===== src/rtl/pcl_pkg.sv =====
package pcl_pkg;
   // Source of the next fetch address, chosen by strobe priority
   typedef enum logic [2:0] {
      NXT_HOLD = 3'd0,
      NXT_INC  = 3'd1,
      NXT_LOW  = 3'd2,
      NXT_JMP  = 3'd3,
      NXT_CALL = 3'd4,
      NXT_RET  = 3'd5
   } nxt_src_e;
endpackage


===== src/rtl/pc_latch_reg.sv =====
module pc_latch_reg #(
   parameter int REG_W   = 8,
   parameter int LATCH_W = 5
) (
   input  logic               clk,
   input  logic               rst_n,
   input  logic               we,
   input  logic [LATCH_W-1:0] din,
   output logic [LATCH_W-1:0] q,
   output logic [REG_W-1:0]   rd
);
   localparam int PAD_W = REG_W - LATCH_W;

   if (LATCH_W < 1 || LATCH_W > REG_W) begin : g_bad_w
      $error("pc_latch_reg: LATCH_W must be in 1..REG_W");
   end

   always_ff @(posedge clk) begin
      if (!rst_n)  q <= '0;
      else if (we) q <= din;
   end

   if (PAD_W > 0) begin : g_pad
      assign rd = {{PAD_W{1'b0}}, q};
   end else begin : g_nopad
      assign rd = q;
   end

   AST_LATCH_HOLD: assert property (@(posedge clk) disable iff (!rst_n)
      !we |=> $stable(q));
   AST_LATCH_LOAD: assert property (@(posedge clk) disable iff (!rst_n)
      we |=> (q == $past(din)));
endmodule


===== src/rtl/pc_incr.sv =====
module pc_incr #(
   parameter int ADDR_W = 13,
   parameter int PAGE_W = 8,
   parameter bit SPLIT  = 1'b1
) (
   input  logic [ADDR_W-1:0] a,
   output logic [ADDR_W-1:0] y
);
   localparam int HI_W = ADDR_W - PAGE_W;

   if (PAGE_W < 1 || PAGE_W >= ADDR_W) begin : g_bad_w
      $error("pc_incr: PAGE_W must be in 1..ADDR_W-1");
   end

   if (SPLIT) begin : g_split
      // in-page byte increment with a carry into the page number
      logic [PAGE_W:0]   lo_sum;
      logic [HI_W-1:0]   hi_sum;
      assign lo_sum = {1'b0, a[PAGE_W-1:0]} + {{PAGE_W{1'b0}}, 1'b1};
      assign hi_sum = a[ADDR_W-1:PAGE_W] + {{(HI_W-1){1'b0}}, lo_sum[PAGE_W]};
      assign y      = {hi_sum, lo_sum[PAGE_W-1:0]};
   end else begin : g_flat
      assign y = a + {{(ADDR_W-1){1'b0}}, 1'b1};
   end
endmodule


===== src/rtl/pc_next_sel.sv =====
module pc_next_sel
   import pcl_pkg::*;
(
   input  logic     clk,
   input  logic     rst_n,
   input  logic     adv,
   input  logic     jmp,
   input  logic     call_stb,
   input  logic     lo_wr,
   input  logic     ret,
   output nxt_src_e src,
   output logic     push_en
);
   always_comb begin
      if (ret)           src = NXT_RET;
      else if (call_stb) src = NXT_CALL;
      else if (jmp)      src = NXT_JMP;
      else if (lo_wr)    src = NXT_LOW;
      else if (adv)      src = NXT_INC;
      else               src = NXT_HOLD;
   end

   assign push_en = (src == NXT_CALL);

   AST_RET_WINS: assert property (@(posedge clk) disable iff (!rst_n)
      ret |-> (src == NXT_RET) && !push_en);
   AST_PUSH_ONLY_CALL: assert property (@(posedge clk) disable iff (!rst_n)
      push_en |-> call_stb && !ret);
endmodule


===== src/rtl/paged_pc.sv =====
module paged_pc
   import pcl_pkg::*;
#(
   parameter int ADDR_W   = 13,
   parameter int OPND_W   = 11,
   parameter int REG_W    = 8,
   parameter bit INC_SPLIT = 1'b1
) (
   input  logic              clk,
   input  logic              rst_n,
   input  logic              adv,
   input  logic              jmp,
   input  logic              call_stb,
   input  logic [OPND_W-1:0] opnd,
   input  logic              lo_wr,
   input  logic              latch_wr,
   input  logic [REG_W-1:0]  wr_data,
   input  logic              ret,
   input  logic [ADDR_W-1:0] pop_addr,
   output logic [ADDR_W-1:0] fetch_addr,
   output logic [ADDR_W-1:0] push_addr,
   output logic              push_en,
   output logic [REG_W-1:0]  lo_rd,
   output logic [REG_W-1:0]  latch_rd
);
   localparam int LATCH_W = ADDR_W - REG_W;   // bits fed on a low-byte write
   localparam int BLK_W   = ADDR_W - OPND_W;  // bits fed on an operand jump
   localparam int BLK_LSB = OPND_W - REG_W;   // where those sit in the latch

   if (OPND_W <= REG_W || OPND_W >= ADDR_W) begin : g_bad_opnd
      $error("paged_pc: need REG_W < OPND_W < ADDR_W");
   end
   if (LATCH_W > REG_W) begin : g_bad_latch
      $error("paged_pc: latch must fit in one register");
   end

   logic [ADDR_W-1:0]  pc_q;
   logic [ADDR_W-1:0]  pc_d;
   logic [ADDR_W-1:0]  pc_inc;
   logic [LATCH_W-1:0] hi_q;
   nxt_src_e           src;

   pc_latch_reg #(.REG_W(REG_W), .LATCH_W(LATCH_W)) u_latch (
      .clk  (clk),
      .rst_n(rst_n),
      .we   (latch_wr),
      .din  (wr_data[LATCH_W-1:0]),
      .q    (hi_q),
      .rd   (latch_rd)
   );

   pc_incr #(.ADDR_W(ADDR_W), .PAGE_W(REG_W), .SPLIT(INC_SPLIT)) u_inc (
      .a(pc_q),
      .y(pc_inc)
   );

   pc_next_sel u_sel (
      .clk     (clk),
      .rst_n   (rst_n),
      .adv     (adv),
      .jmp     (jmp),
      .call_stb(call_stb),
      .lo_wr   (lo_wr),
      .ret     (ret),
      .src     (src),
      .push_en (push_en)
   );

   logic [ADDR_W-1:0] tgt_opnd;
   logic [ADDR_W-1:0] tgt_low;
   assign tgt_opnd = {hi_q[LATCH_W-1:BLK_LSB], opnd};
   assign tgt_low  = {hi_q, wr_data};

   always_comb begin
      unique case (src)
         NXT_RET:             pc_d = pop_addr;
         NXT_CALL, NXT_JMP:   pc_d = tgt_opnd;
         NXT_LOW:             pc_d = tgt_low;
         NXT_INC:             pc_d = pc_inc;
         default:             pc_d = pc_q;
      endcase
   end

   always_ff @(posedge clk) begin
      if (!rst_n) pc_q <= '0;
      else        pc_q <= pc_d;
   end

   assign fetch_addr = pc_q;
   assign push_addr  = pc_inc;
   assign lo_rd      = pc_q[REG_W-1:0];

   AST_STEP_ONE: assert property (@(posedge clk) disable iff (!rst_n)
      (adv && !ret && !call_stb && !jmp && !lo_wr)
      |=> (fetch_addr == ADDR_W'($past(fetch_addr) + 1'b1)));
   AST_JMP_BLOCK: assert property (@(posedge clk) disable iff (!rst_n)
      (jmp && !ret && !call_stb)
      |=> (fetch_addr[OPND_W-1:0] == $past(opnd))
          && (fetch_addr[ADDR_W-1:OPND_W] == $past(latch_rd[OPND_W-REG_W+BLK_W-1:OPND_W-REG_W])));
   AST_LOW_PAGE: assert property (@(posedge clk) disable iff (!rst_n)
      (lo_wr && !ret && !call_stb && !jmp)
      |=> (fetch_addr == {$past(latch_rd[LATCH_W-1:0]), $past(wr_data)}));
   AST_RET_LOAD: assert property (@(posedge clk) disable iff (!rst_n)
      ret |=> (fetch_addr == $past(pop_addr)));
   AST_PUSH_NEXT: assert property (@(posedge clk) disable iff (!rst_n)
      push_en |-> (push_addr == ADDR_W'(fetch_addr + 1'b1)));
   AST_IDLE_HOLD: assert property (@(posedge clk) disable iff (!rst_n)
      !(adv || jmp || call_stb || lo_wr || ret) |=> $stable(fetch_addr));
endmodule


===== config.mk =====
export PLATFORM = sky130hd
export DESIGN_NAME = paged_pc
export DESIGN_NICKNAME = d
export VERILOG_FILES = /design/src/rtl/pcl_pkg.sv /design/src/rtl/pc_latch_reg.sv /design/src/rtl/pc_incr.sv /design/src/rtl/pc_next_sel.sv /design/src/rtl/paged_pc.sv
export SDC_FILE = /design/constraint.sdc
export NUM_CORES = 1
export LEC_CHECK = 0
export ABC_AREA = 0
export ABC_CLOCK_PERIOD_IN_PS = 4100
export BUFFER_PORTS_ARGS = -buffer_cell sky130_fd_sc_hd__buf_2
export CAP_MARGIN = 20
export CORE_MARGIN = 2
export CORE_UTILIZATION = 50
export CTS_BUF_LIST = sky130_fd_sc_hd__clkbuf_2 sky130_fd_sc_hd__clkbuf_4 sky130_fd_sc_hd__clkbuf_8
export DETAILED_ROUTE_END_ITERATION = 12
export PLACE_DENSITY_LB_ADDON = 0.25
export SYNTH_ARGS = -nofsm -noshare
export SYNTH_HDL_FRONTEND = slang
export SYNTH_HIERARCHICAL = 1
export SYNTH_SLANG_ARGS = --single-unit

===== constraint.sdc =====
create_clock -name clk -period 4.1 [get_ports clk]
set_input_delay 0.205 -clock clk [delete_from_list [all_inputs] [get_ports clk]]
set_output_delay 0.205 -clock clk [all_outputs]
set_load 0.005 [all_outputs]

## Word-level counts from Yosys, hierarchy flattened

Cells that the tools add are included.

| word-level totals | value |
|---|---|
| input bits | 40 |
| word-level logic and storage cells | 17 |
| flip-flop bits (word level) | 18 |

| operators by class | value |
|---|---|
| add/subtract/negate cells | 2 |
| muxes and demuxes | 6 |
| equal/unequal tests | 5 |
| reduce and logical (&&, ||, !) cells | 2 |

Operators with widths:

| operator | count |
|---|---|
| $pmux W13 S4 | 1 |
| $mux W3 | 4 |
| $add A8 B1 Y9 const B | 1 |
| $eq A3 B2 Y1 const B | 2 |
| $eq A3 B3 Y1 const B | 2 |
| $add A5 B1 Y5 | 1 |
| $reduce_bool A4 Y1 | 1 |
| $eq A3 B1 Y1 const B | 1 |
| $reduce_or A2 Y1 | 1 |
| $mux W1 | 1 |

## Logic depth before layout (Yosys ltp)

Gate-level depths: netlist of the first run.

| depth | value |
|---|---|
| word-level depth | 8 |
| mapped depth | 9 |
| depth with buffers taken out | 9 |

## Hierarchy

Netlist of the first run, hierarchy kept.

Modules (own cells, without submodules):

| module | sequential area each (sq um) | area an instance (sq um) | cells each | times used |
|---|---|---|---|---|
| paged_pc | 260.2 | 1097.3 | 114 | 1 |
| pc_latch_reg | 100.1 | 256.5 | 25 | 1 |
| pc_incr | 0.0 | 190.2 | 23 | 1 |
| pc_next_sel | 0.0 | 42.5 | 7 | 1 |

## Worst setup path before layout of the first run

OpenSTA, ideal clock, no wires.

| timing | value |
|---|---|
| path kind | reg-to-reg |
| start | register pc_q[0], in the netlist fetch_addr[0] |
| end | register pc_q[10], in the netlist fetch_addr[10] |
| library setup time | 0.119 ns |
| path buffers | 0 |
| required time | 3.981 ns |
| cell stages (with the launch flop) | 9 |
| period minus slack after synthesis | 2.121 ns |
| arrival | 2.003 ns |
| slack | 1.979 ns |
| path through | dfxtp_1 ha_1 and4_2 ha_1 ha_1 xor2_1 nor3b_1 o32a_1 o221a_1 |

| between the ends | value |
|---|---|
| word-level cells in the longest chain between the ends | 3 |

RTL lines:

| what | line | text |
|---|---|---|
| start: declaration | paged_pc.sv:37 | `logic [ADDR_W-1:0] pc_q;` |
| start signal: assignment | paged_pc.sv:86 | `else pc_q <= pc_d;` |
| $add A8 B1 Y9 | pc_incr.sv:19 | `assign lo_sum = {1'b0, a[PAGE_W-1:0]} + {{PAGE_W{1'b0}}, 1'b1};` |
| $add A5 B1 Y5 | pc_incr.sv:20 | `assign hi_sum = a[ADDR_W-1:PAGE_W] + {{(HI_W-1){1'b0}}, lo_sum[PAGE_W]};` |
| named net push_addr[10] | paged_pc.sv:21 | `output logic [ADDR_W-1:0] push_addr,` |
| $pmux W13 S4 | paged_pc.sv:75 | `unique case (src)` |

The timed path passes the listed nets, and every way through them passes these cells.
A chain may end at the register's enable or synchronous reset.

## Worst setup path in the final report of the first run

| timing | value |
|---|---|
| start | register pc_q[0], in the netlist fetch_addr[0] |
| end | output port push_addr[12] |

| between the ends | value |
|---|---|
| word-level cells in the longest chain between the ends | 2 |

RTL lines:

| what | line |
|---|---|
| $add A8 B1 Y9 | pc_incr.sv:19 |
| $add A5 B1 Y5 | pc_incr.sv:20 |
| end: declaration | paged_pc.sv:21 |

No other way between the ends.

==> flow_metrics.tcl, run 1 <==
set metrics [dict create \
    path_clk_slew_ns 0.10 \
    avgRoutedWirePerCell_um 14.6 \
    syn_avg_cell_area_um2 9.39 \
    cap_violations 0 \
    postRouteAntennaNets 0 \
    vias_per_cell 5.36 \
    fin_skew_ns 0.00273 \
    rows 20 \
    hp-start "wr_data[2]" \
    drt_first_pass_iters 4 \
    grt_usage_pct 22.6 \
    critPathKind "flip-flop to output pin" \
    hold_class "input port to flip-flop" \
    final_core_util_pct 62.5 \
    ios 83 \
    synth.top_cell.area_share_pct 22.7 \
    die_y_um 60.3 \
    ctsHoldBuffers 0 \
    grt_max_degree 42 \
    end_kind "output pin" \
    syn-cell-area_um2 1590 \
    cts_resized 0 \
    synth.area.top_cells "dfxtp_1, buf_4, mux2_2, o221a_1, o32a_1" \
    die_area_um2 3640 \
    drc 0 \
    yosys.area.top_type "dfxtp_1" \
    synth-main-ff-cell "dfxtp_1" \
    rsz0062_at_grt "false" \
    cp-start-kind "flip-flop" \
    netlist_instances 169 \
    arrival_ns 2.22 \
    synthToLayoutAreaGrowth_pct 19.2 \
    slew_viol_final 0 \
    r2r_cells 8 \
    powerDensity_nw_per_um2 265 \
    antenna_found_initial 0 \
    num-fill-cells 293 \
    yosysMostFrequentCell "dfxtp_1" \
    layout-drive-gt1-share_pct 46.5 \
    cts_root_buffer "clkbuf_4" \
    cts.sinks 18 \
    period_minus_slack_ns 2.42 \
    synth-seq-cells 18 \
    ys_seq_area_share_pct 22.7 \
    cts_tree "done" \
    drtIter0Drc 46 \
    dieWidth_um 60.3 \
    slew_headroom_pct 46.8 \
    grt_overflow 0 \
    worst_hold_path.num_cells 3 \
    setup_tns_ns 0 \
    h-tree-depth 1 \
    grt_pass1_vias 1346 \
    finalHoldViolations 0 \
    r2r-start "fetch_addr[0]" \
    routabilityCongestion 0.754 \
    clock_path_buffers 2 \
    ys_async_sr_fraction_pct 0 \
    hpwl_mm 2.87 \
    initial_core_util_pct 52.4 \
    fin_crit_sh_pct 59.1 \
    layout.nets 270 \
    synth_cell_types 36 \
    synth_warnings 6 \
    finalSetupViolCount 0 \
    outcome "finished clean" \
    power.leakage_nw 0.892 \
    core_um2 3030 \
    crit_required_ns 3.89 \
    io_buffers 79 \
    antenna_cells 0 \
    irDropWorstVdd_mv 0.146 \
    critPathMaxFanout 8 \
    drt-total-wl_mm 3.93 \
    tightest_slew_ns 0.795 \
    clkLatencyLatePin_ns 0.28 \
    cts_made_buffers 3 \
    grt_pass1_wl_mm 6.31 \
    fmax_mhz 412 \
    vias 1447 \
    synth_edf_count 0 \
    yosys-top-cells-count "dfxtp_1, buf_4, o21a_1, nor3b_1" \
    startpoint "fetch_addr[0]" \
    cts_setup_buffers 0 \
]
power by group:
group	total (mW)	leakage [nW]	switching [mW]	internal, mW
Sequential	0.216	0.150	0.0241	0.191
Combinational	0.178	0.721	0.0776	0.101
Clock	0.108	0.0210	0.0540	0.0540
Total	0.502	0.892	0.156	0.346
stage by stage:
stage	hold slack (ns)	cells	setup slack (ns)	instance area [um^2]	total power [mW]
2_1_floorplan	0.333	171	1.98	1590	0.342
3_3_place_gp	0.486	265	1.70	1850	0.396
3_5_place_dp	0.498	265	1.66	1850	0.397
4_1_cts	0.195	269	1.66	1880	0.504
5_1_grt	0.194	270	1.49	1890	0.536
6_report	0.198	270	1.68	1890	0.502
logic make-up after synthesis:
group / Yosys count / synth area share, %
mux: 18 / 12.2
xor+xnor: 9 / 4.97
other cells: 1 / 0.236
compound gates: 41 / 24.3
buf+inv: 32 / 13.3
flops: 18 / 22.7
simple gates: 47 / 19.9
fa+ha+maj: 3 / 2.37
routing by layer:
layer	wire length [um]	global-route usage, %	part of all wire (%)
met4	14	4.76	0.36
met1	1910	30.7	48
met5	0	0	0
met2	1820	37.9	46
met3	190	3.62	4.8
worst max-delay path: stages, from the launching register on:
cell	delay (ns)
dfxtp_1	0.52
ha_1	0.34
and4_2	0.26
ha_1	0.18
ha_1	0.20
nand3_1	0.10
xnor2_1	0.18
buf_2	0.14
placed cells by master, fill, tap and decap left out:
cell	Yosys	routed
clkbuf_8	0	1
and3_2	1	1
mux2i_1	7	7
o221a_1	11	11
nor2_2	1	1
and4_4	1	1
and2_0	1	1
buf_4	17	2
conb_1	1	3
ha_1	3	3
a2bb2oi_1	2	2
o21a_1	13	13
nand2b_1	2	2
nand4_2	1	1
nor3b_1	12	12
xor2_1	2	2
nor2b_1	5	5
and2_1	10	10
nor3_1	1	1
a21oi_1	1	1
dfxtp_1	18	18
inv_1	2	2
xnor2_1	7	7
buf_2	4	79
clkbuf_4	0	3
o221a_2	2	2
o32a_1	11	11
nor2_1	3	3
nand3_1	5	5
mux2_2	11	11
nand2_1	1	1
or2_4	1	1
or3b_4	1	1
and4_2	1	1
a211o_1	1	1
path summary, 6_finish.rpt:
kind / endpoint / slack, ns
max reg2reg: fetch_addr[10] / 1.71
min reg2reg: u_latch/q[2] / 0.55
min: u_latch/q[2] / 0.20
max: push_addr[12] / 1.68
registers in the layout (all words and copies together) (netlist names):
name,flops
fetch_addr,13
u_latch/q,5
area by class of cell:
class	instances	area, um^2	area share [%]
Clock buffer	4	36.3	1.92
Inverter	2	7.51	0.397
Multi-Input combinational cell	121	1020	54.0
Sequential cell	18	360	19.0
Tap cell	44	55.1	2.91
Timing Repair Buffer	81	410	21.7
No activity file was read; power rests on OpenSTA's default activity.
==> run 2, diff against run 1 <==
- ABC_CLOCK_PERIOD_IN_PS: 4100 -> 2300
- CORE_UTILIZATION: 50 -> 47
- clock period: 4.1 -> 2.3 ns (I/O delays scaled with it)
==> flow_metrics.tcl, run 2 (synthesis gave the netlist of run 1 again) <==
set metrics [dict create \
    power.total_mw 0.931 \
    postRouteAntennaNets 0 \
    cts.sinks 18 \
    drtIter0Drc 96 \
    crit_family "simple AND/OR/NAND/NOR gates" \
    layout.nets 279 \
    h-tree-depth 1 \
    grt_overflow 0 \
    die_area_um2 3860 \
    cts_tree "done" \
    slowest_delay_ns 0.41 \
    stdcell_area_um2 1960 \
    hold_class "input port to flip-flop" \
    slowest_stage "dfxtp_1" \
    final_cell_mix "buf_2, dfxtp_1, o21a_1" \
    setup_tns_ns 0 \
    period_minus_slack_ns 2.20 \
    rows 21 \
    antenna_found_initial 0 \
    fin_skew_ns 0.00129 \
    cap_violations 0 \
    cts_made_buffers 3 \
    fin_crit_sh_pct 95.7 \
    die_y_um 62.1 \
    fmax_mhz 454 \
    end_kind "flip-flop" \
    irDropWorstVdd_mv 0.160 \
    arrival_ns 2.40 \
    cts_root_buffer "clkbuf_4" \
    clock_path_buffers 2 \
    io_buffers 79 \
    vias_per_cell 5.35 \
    cts_setup_buffers 0 \
    ios 83 \
    clkLatencyLatePin_ns 0.29 \
    path_clk_slew_ns 0.11 \
    place_ws_ns 0.146 \
    slew_viol_final 0 \
    critPathKind "flip-flop to flip-flop" \
    final_core_util_pct 59.7 \
    largest_reg_flops 13 \
    initial_core_util_pct 48.3 \
    routabilityCongestion 0.832 \
    hpwl_mm 3.06 \
    grt_pass1_wl_mm 6.71 \
    synthToLayoutAreaGrowth_pct 23.7 \
    finalSetupViolCount 0 \
    outcome "finished clean" \
    grt_usage_pct 21.3 \
    antenna_cells 0 \
    powerDensity_nw_per_um2 475 \
    dieWidth_um 62.1 \
    drc 0 \
    drt-total-wl_mm 4.18 \
    critPathBufInv 0 \
    grt_pass1_vias 1406 \
    critPathMaxFanout 5 \
    cts_resized 0 \
    tightest_slew_ns 0.884 \
    ctsHoldBuffers 0 \
    cp-start-kind "flip-flop" \
    path_cells "and4_4 > and4_2 > ha_1 > ha_1 > xor2_1 > nor3b_1 > o32a_1 > o221a_1" \
    setup_ws_ns 0.0978 \
    drt_first_pass_iters 4 \
    rsz0062_at_grt "false" \
    crit_required_ns 2.50 \
    vias 1504 \
    final_common_cell "buf_2" \
    avgRoutedWirePerCell_um 14.9 \
    layout-drive-gt1-share_pct 48.5 \
    dpl_cell_area_um2 1920 \
    grt_max_degree 29 \
    cp_common_cell "ha_1" \
    finalHoldViolations 0 \
    power.leakage_nw 0.937 \
    core_um2 3280 \
    slew_headroom_pct 40.8 \
]
[run 2: cell count changes in the layout (fill, tap and decap cells not counted)]
cell,change
buf_4,+9
[run 2: area by class of cell]
| type | instances | area (um^2) |
|---|---|---|
| clock buffer | 4 | 36.3 |
| fill | 318 | 1320 |
| inverter | 2 | 7.51 |
| multi-input combinational | 121 | 1020 |
| sequential | 18 | 360 |
| tap | 46 | 57.6 |
| timing repair buffer | 90 | 478 |
[run 2: report_power, final]
part | internal [mW] | total, mW | switching (mW)
Clock | 0.0964 | 0.205 | 0.108
Sequential | 0.341 | 0.369 | 0.0279
Combinational | 0.197 | 0.357 | 0.160
Total | 0.635 | 0.931 | 0.297
[run 2: routing by layer]
| metal | global-route usage, % | vias up | routed length, um | share of wire, % |
|---|---|---|---|---|
| met4 | 6.11 | 0 | 27 | 0.65 |
| met2 | 33.6 | 56 | 1890 | 45 |
| met5 | 0 | - | 0 | 0 |
| li1 | - | 751 | - | - |
| met3 | 3.62 | 2 | 227 | 5.4 |
| met1 | 29.9 | 695 | 2030 | 49 |
[run 2: per-stage QoR]
stage / hold WS [ns] / std cells
global route: 0.100 / 281
CTS: 0.0964 / 280
floorplan: 0.243 / 171
finish: 0.0969 / 281
global placement: 0.399 / 276
detailed placement: 0.411 / 276
[run 2: path summary, 6_finish.rpt]
kind	from	end	slack, ns	cells after the start
worst min-delay path	wr_data[3]	u_latch/q[3]	0.1	3
worst min register to register	u_latch/q[0]	u_latch/q[0]	0.55	2
worst max register to register	fetch_addr[5]	fetch_addr[10]	0.1	8
worst max-delay path	fetch_addr[5]	fetch_addr[10]	0.1	8
[run 2: worst reg2reg max path, cell delays in order (launching register included)]
cell and delay, ns:
dfxtp_1 0.41, and4_4 0.26, and4_2 0.24, ha_1 0.18, ha_1 0.22, xor2_1 0.10, nor3b_1 0.15, o32a_1 0.34
o221a_1 0.22
==> run 3, diff against run 2 <==
- CORE_UTILIZATION: 47 -> 37
- SLEW_MARGIN: not set -> 10
==> flow_metrics.tcl, run 3 (synthesis gave the netlist of run 1 again) <==
set metrics [dict create \
    outcome "finished clean" \
    setup_ws_ns 0.152 \
    postRouteAntennaNets 0 \
    finalSetupViolCount 0 \
    grt_usage_pct 18.0 \
    final_cell_mix "buf_2, dfxtp_1, o21a_1" \
    cts_root_buffer "clkbuf_8" \
    period_minus_slack_ns 2.15 \
    fin_skew_ns 0.00152 \
    dpl_cell_area_um2 1940 \
    cp-start-kind "flip-flop" \
    drtIter0Drc 137 \
    cts_setup_buffers 0 \
    grt_pass1_vias 1380 \
    crit_family "simple AND/OR/NAND/NOR gates" \
    crit_required_ns 2.45 \
    stdcell_area_um2 1990 \
    hp-start "wr_data[1]" \
    grt_pass1_wl_mm 7.19 \
    h-tree-depth 1 \
    core_um2 4060 \
    grt_max_degree 29 \
    initial_core_util_pct 39.1 \
    multi_input_area_um2 1020 \
    fmax_mhz 466 \
    fin_crit_sh_pct 93.4 \
    power.leakage_nw 0.949 \
    r2r_cells 8 \
    hold-path-endpoint "u_latch/q[1]" \
    routabilityCongestion 0.821 \
    end_kind "flip-flop" \
    path_cells "and4_4 > and4_2 > ha_1 > ha_1 > xor2_1 > nor3b_1 > o32a_1 > o221a_1" \
    slowest_stage "dfxtp_1" \
    vias 1508 \
    final_common_cell "buf_2" \
    antenna_cells 0 \
    critPathKind "flip-flop to flip-flop" \
    synthToLayoutAreaGrowth_pct 25.6 \
    cts.sinks 18 \
    setup_tns_ns 0 \
    layout.nets 280 \
    grt_overflow 0 \
    drt-total-wl_mm 4.36 \
    clock_path_buffers 2 \
    r2r_end "fetch_addr[10]" \
    clkLatencyLatePin_ns 0.25 \
    antenna_found_initial 0 \
    cts_resized 0 \
    die_y_um 69.5 \
    drt_first_pass_iters 4 \
    slew_headroom_pct 39.4 \
    arrival_ns 2.30 \
    hpwl_mm 3.15 \
    avgRoutedWirePerCell_um 15.2 \
    ios 83 \
    r2r-start "fetch_addr[5]" \
    slew_viol_final 0 \
    finalHoldViolations 0 \
    dieWidth_um 69.5 \
    seq_area_um2 360 \
    r2r_slack_ns 0.15 \
    largest_reg_flops 13 \
    ctsHoldBuffers 0 \
    layout-drive-gt1-share_pct 48.7 \
    powerDensity_nw_per_um2 496 \
    num-fill-cells 390 \
    slowest_delay_ns 0.35 \
    hold_ws_ns 0.145 \
    critPathBufInv 0 \
    cp_common_cell "ha_1" \
    rsz0062_at_grt "false" \
    vias_per_cell 5.27 \
    cap_violations 0 \
    cts_made_buffers 3 \
    startpoint "fetch_addr[5]" \
    rows 23 \
    path_clk_slew_ns 0.07 \
    critPathMaxFanout 5 \
    cts_tree "done" \
    place_ws_ns 0.175 \
    die_area_um2 4830 \
    tightest_slew_ns 0.905 \
    hold_class "input port to flip-flop" \
    irDropWorstVdd_mv 0.184 \
    drc 0 \
    worst_hold_path.num_cells 3 \
    io_buffers 79 \
]
run 3: changes by cell type in the layout (fill, tap and decap cells not counted):
cell      before  now
clkbuf_4       3    0
buf_4         11   12
clkbuf_8       1    4
run 3: worst max path at each step:
| stage | to | depth (start not counted) |
|---|---|---|
| floorplan | fetch_addr[10] | 8 |
| global placement | fetch_addr[10] | 8 |
| detailed placement | fetch_addr[10] | 8 |
| CTS | fetch_addr[10] | 8 |
| global route | fetch_addr[12] | 9 |
| finish | fetch_addr[10] | 8 |
run 3: per-layer routing:
metal | vias up | share of wire (%) | wire length (um) | GRT usage [%]
met5 | - | 0 | 0 | 0
met4 | 0 | 1.2 | 51 | 5.88
met3 | 5 | 6.0 | 263 | 2.91
met2 | 54 | 44 | 1920 | 25.6
met1 | 701 | 49 | 2120 | 27.1
li1 | 748 | - | - | -
run 3: layout make-up:
class                           instances  area share (%)
Multi-Input combinational cell        121            51.3
Timing Repair Buffer                   91            24.4
Sequential cell                        18            18.1
Tap cell                               50            3.14
Clock buffer                            4            2.76
Inverter                                2           0.377
run 3: through the flow:
stage               cells  utilization [%]  power, mW
finish                286             49.1      0.988
global route          286             49.1       1.04
CTS                   286             49.1      0.998
detailed placement    282             47.8      0.736
global placement      281             47.6      0.735
floorplan             171                -      0.610
run 3: report_power, final:
part | switching [mW] | internal, mW | total [mW]
sequential | 0.0284 | 0.342 | 0.370
combinational | 0.163 | 0.198 | 0.361
clock | 0.105 | 0.152 | 0.257
total | 0.297 | 0.692 | 0.988
run 3: tightest hold or removal path, cell delays in order:
cell and delay (ns):
buf_2 0.10, mux2i_1 0.06, nor2b_1 0.09
